### src/rtl/bcg_pkg.sv
package bcg_pkg;

    localparam int unsigned LOW_W = 4;

    localparam logic [2:0] LC_BL2  = 3'b001;
    localparam logic [2:0] LC_BL4  = 3'b010;
    localparam logic [2:0] LC_BL8  = 3'b011;
    localparam logic [2:0] LC_BL16 = 3'b100;

    typedef enum logic [0:0] {
        ST_IDLE = 1'b0,
        ST_RUN  = 1'b1
    } bcg_state_e;

    typedef struct packed {
        logic [LOW_W-1:0] mask;
        logic [LOW_W-1:0] last_idx;
        logic             illegal;
    } bcg_len_t;

endpackage

### src/rtl/bcg_len_decode.sv
module bcg_len_decode
    import bcg_pkg::*;
(
    input  logic [2:0] code,
    output bcg_len_t   len
);
    always_comb begin
        len.illegal = 1'b0;
        unique case (code)
            LC_BL2:  len.mask = 4'b0001;
            LC_BL4:  len.mask = 4'b0011;
            LC_BL8:  len.mask = 4'b0111;
            LC_BL16: len.mask = 4'b1111;
            default: begin
                len.mask    = 4'b0001;
                len.illegal = 1'b1;
            end
        endcase
        len.last_idx = len.mask;
    end
endmodule

### src/rtl/bcg_beat_order.sv
module bcg_beat_order
    import bcg_pkg::*;
#(
    parameter int unsigned W = LOW_W
)(
    input  logic [W-1:0] start_low,
    input  logic [W-1:0] beat,
    input  logic [W-1:0] mask,
    input  logic         ilv,
    output logic [W-1:0] low
);
    logic [W-1:0] seq_low;
    logic [W-1:0] ilv_low;

    assign seq_low = start_low + beat;

    genvar b;
    generate
        for (b = 0; b < W; b++) begin : g_bit
            assign ilv_low[b] = start_low[b] ^ beat[b];
            assign low[b]     = mask[b] & (ilv ? ilv_low[b] : seq_low[b]);
        end
    endgenerate
endmodule

### src/rtl/bcg_fsm.sv
module bcg_fsm
    import bcg_pkg::*;
(
    input  logic             clk,
    input  logic             rst_n,
    input  logic             start,
    input  logic [LOW_W-1:0] last_idx_in,
    output logic             vld,
    output logic             last,
    output logic [LOW_W-1:0] beat
);
    bcg_state_e       state_q, state_d;
    logic [LOW_W-1:0] cnt_q;
    logic [LOW_W-1:0] lim_q;

    always_comb begin
        state_d = state_q;
        unique case (state_q)
            ST_IDLE: if (start) state_d = ST_RUN;
            ST_RUN: begin
                if (start)              state_d = ST_RUN;
                else if (cnt_q == lim_q) state_d = ST_IDLE;
                else                    state_d = ST_RUN;
            end
            default: state_d = ST_IDLE;
        endcase
    end

    always_ff @(posedge clk or negedge rst_n) begin
        if (!rst_n) begin
            state_q <= ST_IDLE;
            cnt_q   <= '0;
            lim_q   <= '0;
        end else begin
            state_q <= state_d;
            if (start) begin
                cnt_q <= '0;
                lim_q <= last_idx_in;
            end else if (state_q == ST_RUN) begin
                cnt_q <= cnt_q + 1'b1;
            end
        end
    end

    always_comb begin
        vld  = (state_q == ST_RUN);
        last = vld && (cnt_q == lim_q);
        beat = cnt_q;
    end

    AST_DONE_GOES_IDLE: assert property (@(posedge clk) disable iff (!rst_n)
        (last && !start) |=> !vld);
    AST_START_NEXT_VALID: assert property (@(posedge clk) disable iff (!rst_n)
        start |=> (vld && beat == '0));
    AST_LAST_ONLY_VALID: assert property (@(posedge clk) disable iff (!rst_n)
        last |-> vld);
endmodule

### src/rtl/burst_col_gen.sv
module burst_col_gen
    import bcg_pkg::*;
#(
    parameter int unsigned COL_W = 10
)(
    input  logic             clk,
    input  logic             rst_n,
    input  logic             start,
    input  logic [COL_W-1:0] start_col,
    input  logic [2:0]       len_code,
    input  logic             ilv_order,
    output logic [COL_W-1:0] col_out,
    output logic             col_vld,
    output logic             col_last,
    output logic             len_err
);
    localparam int unsigned HI_W = COL_W - LOW_W;

    bcg_len_t         len_dec;
    logic [COL_W-1:0] base_q;
    logic [LOW_W-1:0] mask_q;
    logic             ilv_q;
    logic             err_q;
    logic [LOW_W-1:0] beat;
    logic [LOW_W-1:0] low;

    initial begin
        if (COL_W < 5) $error("COL_W must be at least 5");
    end

    bcg_len_decode u_dec (
        .code (len_code),
        .len  (len_dec)
    );

    bcg_fsm u_fsm (
        .clk         (clk),
        .rst_n       (rst_n),
        .start       (start),
        .last_idx_in (len_dec.last_idx),
        .vld         (col_vld),
        .last        (col_last),
        .beat        (beat)
    );

    always_ff @(posedge clk or negedge rst_n) begin
        if (!rst_n) begin
            base_q <= '0;
            mask_q <= '0;
            ilv_q  <= 1'b0;
            err_q  <= 1'b0;
        end else begin
            err_q <= start && len_dec.illegal;
            if (start) begin
                base_q <= start_col;
                mask_q <= len_dec.mask;
                ilv_q  <= ilv_order;
            end
        end
    end

    bcg_beat_order #(.W(LOW_W)) u_ord (
        .start_low (base_q[LOW_W-1:0]),
        .beat      (beat),
        .mask      (mask_q),
        .ilv       (ilv_q),
        .low       (low)
    );

    assign col_out = {base_q[COL_W-1:LOW_W], (base_q[LOW_W-1:0] & ~mask_q) | low};
    assign len_err = err_q;

    AST_UPPER_HOLD: assert property (@(posedge clk) disable iff (!rst_n)
        (col_vld && $past(col_vld) && !$past(start))
        |-> (col_out[COL_W-1:LOW_W] == $past(col_out[COL_W-1:LOW_W])));
    AST_ERR_ONLY_AFTER_START: assert property (@(posedge clk) disable iff (!rst_n)
        len_err |-> ($past(start) && col_vld));
    AST_ERR_SHORT_BURST: assert property (@(posedge clk) disable iff (!rst_n)
        (len_err && !start) |=> (col_vld && col_last));
    AST_NO_LAST_WITHOUT_VALID: assert property (@(posedge clk) disable iff (!rst_n)
        col_last |-> col_vld);
endmodule

### config.mk
export PLATFORM = sky130hd
export DESIGN_NAME = burst_col_gen
export DESIGN_NICKNAME = d
export VERILOG_FILES = /design/src/rtl/bcg_pkg.sv /design/src/rtl/bcg_len_decode.sv /design/src/rtl/bcg_beat_order.sv /design/src/rtl/bcg_fsm.sv /design/src/rtl/burst_col_gen.sv
export SDC_FILE = /design/constraint.sdc
export NUM_CORES = 1
export LEC_CHECK = 0
export ABC_AREA = 0
export BUFFER_PORTS_ARGS = -buffer_cell sky130_fd_sc_hd__buf_4
export CORE_MARGIN = 2
export CORE_UTILIZATION = 30
export CTS_BUF_LIST = sky130_fd_sc_hd__clkbuf_8
export CTS_CLUSTER_DIAMETER = 120
export DETAILED_ROUTE_END_ITERATION = 8
export SKIP_LAST_GASP = 1
export SLEW_MARGIN = 0
export SYNTH_ARGS = -nofsm -noshare
export SYNTH_HDL_FRONTEND = slang
export SYNTH_HIERARCHICAL = 1
export SYNTH_SLANG_ARGS = --single-unit
### constraint.sdc
create_clock -name clk -period 2.3 [get_ports clk]
set_input_delay 0.46 -clock clk [delete_from_list [all_inputs] [get_ports clk]]
set_output_delay 0.46 -clock clk [all_outputs]
set_load 0.1 [all_outputs]
Word-level counts from Yosys, hierarchy flattened --
Cells that the tools add are included.
Word-level totals: flip-flop bits (word level) 21, bits of input ports 17, output and inout port bits 13, logic and storage cells 41
Cells by class: add/subtract/negate cells 2, equal/unequal tests 5, mux-type cells 12, bitwise gates (word level) 12, reductions and logical operators 4
Operator list (number):
- 4-bit one-hot mux with 3 select lines | 1
- 1-bit 2-to-1 mux | 8
- 4-bit 2-to-1 mux | 2
- 3-bit by 2-bit equality test with 1-bit output (second input constant) | 2
- 4-bit by 1-bit adder with 4-bit output (second input constant) | 1
- 4-bit adder | 1
- 1-bit AND | 4
- 4-bit AND | 1
- 4-bit equality test | 1
- 4-bit inverter | 1
- 4-bit bitwise OR | 1
- 4-bit OR reduction | 1
- 1-bit XOR | 4
- 3-bit by 1-bit equality test with 1-bit output (second input constant) | 1
- 3-bit equality test (second input constant) | 1
- 1-bit logical AND | 2
- 1-bit one-hot mux with 2 select lines | 1
- 2-bit nonzero test | 1
- 1-bit inverter | 1

Logic depth before layout (Yosys ltp) --
Gate-level depths: netlist of run 1.
depth after elaboration 4, gate-level depth with buffers 6, depth with buffers taken out 6

By module --
The synthesis of run 1 kept the hierarchy.
By module, submodules not included:
- burst_col_gen | times used 1, cells an instance 52, area an instance 715.7 µm², sequential area each 400.4 µm²
- bcg_fsm | times used 1, cells an instance 33, area an instance 414.1 µm², sequential area each 225.2 µm²
- bcg_beat_order | times used 1, cells an instance 20, area an instance 156.4 µm², sequential area each 0.0 µm²
- bcg_len_decode | times used 1, cells an instance 12, area an instance 93.8 µm², sequential area each 0.0 µm²

Worst setup path after synthesis of run 1 --
Ideal clock, no wire load.
path kind register to output, start point register u_fsm.cnt_q[0], in the netlist u_fsm/beat[0], end point output port col_out[2], data arrival time 2.096 ns, required time 1.840 ns, slack -0.256 ns, stages on the path, launching flop included 7, buffers on the path 0, path through dfrtp_1 > ha_1 > inv_1 > fa_1 > or3_1 > a21boi_1 > a21o_1
On the way: longest elaborated chain between the ends 4
Ends and longest elaborated chain:
- from (decl) | RTL line bcg_fsm.sv:13 | logic [LOW_W-1:0] cnt_q;
- from (signal assigned) | RTL line bcg_fsm.sv:40 | cnt_q <= cnt_q + 1'b1;
- 4-bit adder | RTL line bcg_beat_order.sv:15 | assign seq_low = start_low + beat;
- 1-bit 2-to-1 mux | RTL line bcg_beat_order.sv:21 | assign low[b] = mask[b] & (ilv ? ilv_low[b] : seq_low[b]);
- 1-bit AND | RTL line bcg_beat_order.sv:21
- net low[2] | RTL line burst_col_gen.sv:25 | logic [LOW_W-1:0] low;
- 4-bit bitwise OR | RTL line burst_col_gen.sv:70 | assign col_out = {base_q[COL_W-1:LOW_W], (base_q[LOW_W-1:0] & ~mask_q) | low};
- to (decl) | RTL line burst_col_gen.sv:12 | output logic [COL_W-1:0] col_out,
The timed path passes the listed nets, and every way through them passes these cells.

Worst setup path after layout of run 1 --
start point register base_q[0], end point output port col_out[2]
On the way: longest elaborated chain between the ends 4
Ends and longest elaborated chain:
- from (decl) | RTL line burst_col_gen.sv:20 | logic [COL_W-1:0] base_q;
- from (signal assigned) | RTL line burst_col_gen.sv:55 | base_q <= start_col;
- 4-bit adder | RTL line bcg_beat_order.sv:15
- 1-bit 2-to-1 mux | RTL line bcg_beat_order.sv:21
- 1-bit AND | RTL line bcg_beat_order.sv:21
- net low[2] | RTL line burst_col_gen.sv:25
- 4-bit bitwise OR | RTL line burst_col_gen.sv:70
The timed path passes the listed nets, and every way through them passes these cells.

==> results of run 1 <==
==> final cells by class <==
| cell class | instances | area share, % |
|---|---|---|
| inverter | 8 | 1.74 |
| clock buffer | 3 | 2.39 |
| tap | 52 | 3.76 |
| multi-input combinational | 71 | 37.6 |
| sequential | 25 | 36.3 |
| clock inverter | 1 | 0.217 |
| timing repair buffer | 36 | 18.0 |
==> state kept, by name, indices dropped and copies added (netlist names) <==
register,cells
u_fsm/vld,1
mask_q,4
u_fsm/beat,4
len_err,1
ilv_q,1
base_q,10
u_fsm/lim_q,4
==> final timing paths <==
path,start,end,slack [ns],depth (start not counted)
max,base_q[0],col_out[2],-0.09,7
min,rst_n,base_q[5],0.08,1
max reg2reg,u_fsm/beat[2],u_fsm/vld,1.06,4
min reg2reg,base_q[5],base_q[5],0.52,1
max in group asynchronous,rst_n,u_fsm/beat[1],1.95,1
min in group clk,start_col[1],base_q[1],0.42,2
==> synth_stat cells (all sizes together) <==
master  number  area, um2
a211oi       1       12.5
a21boi       1       7.51
a21o         5       38.8
and2         4       25.0
and3b        1       8.76
buf         14        106
conb         1       3.75
dfrtp       25        626
fa           1       20.0
ha           4       50.1
inv          8       30.0
mux2        15        210
mux2i        1       10.0
nand2        6       22.5
nand4        1       6.26
nor2         5       18.8
nor2b        1       6.26
nor3         1       5.00
nor3b        1       18.8
nor4         1       12.5
o21ai        7       35.0
o21bai       2       15.0
or2          1       6.26
or3          1       6.26
xnor2        2       17.5
xor2         7       61.3
==> logic make-up after synthesis <==
logic type      Yosys count  synth area share, %
simple gates             23                 9.88
compound gates           16                 7.89
xor+xnor                  9                 5.71
fa+ha+maj                 5                 5.08
mux                      16                 16.0
flops                    25                 45.3
other cells               1                0.272
buf+inv                  22                 9.88
==> metrics by stage <==
stage | area [um2] | hold WS [ns] | instances
floorplan | 1390 | 0.164 | 118
global placement | 1590 | 0.385 | 189
finish | 1730 | 0.0829 | 196
CTS | 1720 | 0.0900 | 195
detailed placement | 1590 | 0.386 | 189
global route | 1730 | 0.0997 | 196
==> critical path: stages, from the launching register on <==
cell      delay [ns]
dfrtp_1         0.37
ha_2            0.19
inv_2           0.04
fa_2            0.32
or3_1           0.31
a21boi_1        0.13
a21o_2          0.13
buf_12          0.17
==> cell usage in the layout, fill, tap and decap left out, drive strengths merged, types with 2 or more instances in the layout <==
master	n
a21o	5
and2	4
buf	36
clkbuf	3
conb	2
dfrtp	25
ha	4
inv	9
mux2	15
nand2	6
nor2	5
o21ai	7
o21bai	2
xnor2	2
xor2	7
==> layer usage <==
metal / GRT usage [%] / wire length [um] / part of all wire (%)
met1: 13.7 / 1070 / 43
met2: 17.3 / 1310 / 52
met3: 1.69 / 74 / 3.0
met4: 5.03 / 53 / 2.1
met5: 0 / 0 / 0
==> repair_timing <==
| item | 4_1_cts | 5_1_grt |
|---|---|---|
| endpoints found under the setup margin | 3 | 4 |
| gates resized for setup | 16 | 3 |
| pin swaps | 7 | 2 |
| buffers inserted | 2 | 1 |
==> power groups by stage <==
| stage | sequential (mW) | clock (mW) | combinational [mW] |
|---|---|---|---|
| final | 0.561 | 0.255 | 0.846 |
| after CTS | 0.557 | 0.265 | 0.841 |
| after global routing | 0.570 | 0.282 | 0.902 |
| after floorplan | 0.621 | 0 | 0.534 |
| after global placement | 0.562 | 0 | 0.749 |
| after detailed placement | 0.563 | 0 | 0.756 |
==> flow_summary.yaml, run 1 <==
status:
  outcome: "finished, violations left"
  violations: "setup timing"
pwr:
  internal_power_uw: 941
  p_leak_nw: 0.869
  swShare_pct: 43.4
  ir_drop_mv: 0.872
  clkPwrFrac_pct: 15.3
  total_power_mw: 1.66
  p_comb_share_pct: 50.9
  power.density_nw_per_um2: 961
  seq_power_share_pct: 33.7
  switchingPower_uw: 721
layout:
  regArea_um2: 627
  drive_above_1_share_pct: 46.5
  final_util_pct: 39.4
  n_fill_cell: 435
  n_antenna_cell: 0
  nets: 167
  multi_input_area_um2: 651
  syn_to_final_growth_pct: 25.3
global_routing:
  grt_first_pass_wirelength_mm: 4.22
  grt_pass1_vias: 887
  gr-total-overflow: 0
  grt_max_degree: 30
  grt.total_usage_pct: 10.6
  antenna_found_initial: 0
drt:
  drtIter0Drc: 15
  dr.pass1.iters: 5
  viasPerCell: 4.53
  vias: 887
  drcViolationCount: 0
  drt_wl_total_mm: 2.51
  wl_per_cell_um: 12.8
  drtAntennaViolNets: 0
setup_path:
  cp_max_fo: 2
  crit_arrival_ns: 1.93
  path_class: "reg2out"
  critical_path_required_ns: 1.84
  startpoint_type: "register"
  end_kind: "output port"
clock_tree:
  cts_tree: "yes"
  h-tree-depth: 1
  cts_inserted_buffers: 3
  ctsHoldBuffers: 0
  cts-root-buf: "clkbuf_8"
  clk_latency_ns: 0.27
  clk_path_buf_depth: 2
  clk_pin_slew_ns: 0.08
  cts.sinks: 25
place:
  portBuffers: 29
  gp_congestion: 0.843
  hpwl_mm: 1.81
  dpl_worst_slack_ns: 0.0387
sta:
  period_share_pct: 104
  timing.fmax_mhz: 418
  finalClockSkew_ns: 0.00308
  min_period_ns: 2.39
  tns_ns: -0.178
  rsz0062_at_grt: "true"
  report.final.setup_viol: 2
  finalHoldViolCount: 0
  drv_slew: 0
  setup_ws_ns: -0.0941
yosys:
  synthCells: 117
  synth.distinct_cells: 30
  synth_seq_area_share_pct: 45.3
  synth.cell_area_um2: 1380
  avgSynthCellArea_um2: 11.8
  ys_ff_latch: 25
  ys_warn_count: 6
floorplan:
  die_y_um: 71.8
  ios: 30
  initial_utilization_pct: 31.5
  die_area_um2: 5160
  core.rowCount: 24
  core-area_um2: 4380
  fp.dieW_um: 71.8
min_path:
  hp-class: "in2async"
run:
  cap_violations: 0
No activity file was read; power rests on OpenSTA's default activity.
==> run 2: changes to the inputs <==
==> constraint.sdc (replaced) <==
create_clock -name clk -period 2.3 [get_ports clk]
set_input_delay 0 -clock clk [delete_from_list [all_inputs] [get_ports clk]]
set_output_delay 0 -clock clk [all_outputs]
set_load 0.1 [all_outputs]
==> run 2 against run 1 <==
Effect of this change: the flow now finishes without violations; hold slack worse by 0.043 ns; cell area rose by 0.22%; total power shrank 5.6%; setup slack better by 0.20 ns; die area unchanged; global-route usage shrank 0.11 points; final cell count rose by 2.6%; sequential share of layout area decreased by 0.15 points; combinational power fell by 15%; highest routed layer unchanged.
==> flow_summary.yaml, run 2 (same netlist as run 1, synthesis figures left out) <==
status:
  outcome: "finished clean"
clock_tree:
  h-tree-depth: 1
  cts_setup_buffers: 0
  clk_path_buf_depth: 2
  cts_inserted_buffers: 3
  cts_tree: "yes"
  cts-root-buf: "clkbuf_8"
  clk_pin_slew_ns: 0.10
  cts.sinks: 25
  clk_latency_ns: 0.27
layout:
  layout_common_cells: "28 x buf_4, 25 x dfrtp_1, 12 x dlygate4sd3_1, 11 x mux2_4, 8 x inv_1"
  largest_register_ffs: 10
  drive_above_1_share_pct: 34.9
  multi_input_area_um2: 622
  nets: 172
  n_antenna_cell: 0
  regMostFlops: "base_q"
  regArea_um2: 626
  syn_to_final_growth_pct: 25.6
  n_fill_cell: 418
  final_common_cell: "buf_4"
  design_area_um2: 1730
pwr:
  ir_drop_mv: 0.577
  power.density_nw_per_um2: 905
  p_leak_nw: 0.869
global_routing:
  grt_pass1_vias: 886
  grt.total_usage_pct: 10.5
  grt_max_degree: 30
  gr-total-overflow: 0
  antenna_found_initial: 0
  top_usage_layer: "met2"
  grt_first_pass_wirelength_mm: 4.24
  use_met1_pct: 15.1
  grt_use_met2_pct: 16.2
  grtUsageMet3_pct: 1.83
drt:
  dr.pass1.iters: 4
  drcViolationCount: 0
  drt_wl_total_mm: 2.58
  vias: 896
  wl_per_cell_um: 12.8
  viasPerCell: 4.46
  drtAntennaViolNets: 0
  drtIter0Drc: 26
floorplan:
  core.rowCount: 24
  ios: 30
  die_y_um: 71.8
  core-area_um2: 4380
  initial_utilization_pct: 31.5
  die_area_um2: 5160
  fp.dieW_um: 71.8
sta:
  setup_ws_ns: 0.108
  tns_ns: 0
  finalClockSkew_ns: 0.00771
  finalHoldViolCount: 0
  min_period_ns: 2.19
  drv_slew: 0
  report.final.setup_viol: 0
  period_share_pct: 95.3
  rsz0062_at_grt: "false"
  timing.fmax_mhz: 456
place:
  hpwl_mm: 1.81
  dpl_worst_slack_ns: 0.378
  portBuffers: 29
  gp_congestion: 0.839
  placed_area_um2: 1560
min_path:
  hp-class: "in2reg"
  holdCritStartpoint: "len_code[2]"
run:
  cap_violations: 0
setup_path:
  cp_max_fo: 5
  end_kind: "output port"
  crit_arrival_ns: 2.19
  critical_path_required_ns: 2.30
  r2r-start: "u_fsm/beat[1]"
  startpoint_type: "register"
  startpoint: "u_fsm/beat[0]"
  path_class: "reg2out"
run 2: cell types whose count changed in the layout (fill, tap and decap cells not counted), sizes merged:
cell and change:
buf -7, dlygate4sd3 +12, clkinvlp +1, inv -1
run 2: worst paths after layout:
kind	end	slack, ns	cells after the start
worst max-delay path	col_out[2]	0.11	7
worst min-delay path	len_err	0.04	3
worst min register to register	base_q[4]	0.53	1
worst max register to register	u_fsm/vld	1.09	3
max in group asynchronous	u_fsm/beat[2]	1.89	2
min in group asynchronous	base_q[3]	0.15	2
run 2: power breakdown:
part / leakage [nW] / total, mW / internal, mW / switching [mW]
Clock: 0.0217 / 0.271 / 0.123 / 0.149
Combinational: 0.540 / 0.723 / 0.240 / 0.483
Sequential: 0.307 / 0.575 / 0.499 / 0.0756
run 2: routing by layer:
metal  part of all wire (%)  vias up
met1                     48      448
met2                     48       12
met5                      0        -
met3                    2.6        2
li1                       -      434
met4                   0.62        0
run 2: area by class of cell:
| type | count | share of cell area (%) |
|---|---|---|
| Clock buffer | 3 | 2.38 |
| Tap cell | 52 | 3.75 |
| Sequential cell | 25 | 36.1 |
| Multi-Input combinational cell | 71 | 35.9 |
| Clock inverter | 1 | 0.433 |
| Timing Repair Buffer | 41 | 19.7 |
| Inverter | 8 | 1.73 |
run 2: repair_timing:
item,4_1_cts,5_1_grt
setup endpoints to repair,0,1
hold buffers,12,0
endpoints found under the hold margin,36,0
resized for setup,0,1
run 2: worst max-delay path, cell delays in order (launching register included):
cell,delay (ns)
dfrtp_1,0.46
ha_1,0.22
inv_1,0.06
fa_1,0.37
or3_1,0.32
a21boi_1,0.15
a21o_1,0.12
buf_6,0.22
run 2: through the flow:
step	hold slack (ns)	util, %	instances	power (mW)
2_1_floorplan	-0.296	-	118	1.15
3_3_place_gp	-0.0765	35.6	185	1.27
3_5_place_dp	-0.0679	35.6	185	1.29
4_1_cts	0.0394	39.4	201	1.58
5_1_grt	0.0373	39.5	201	1.65
6_report	0.0400	39.5	201	1.57
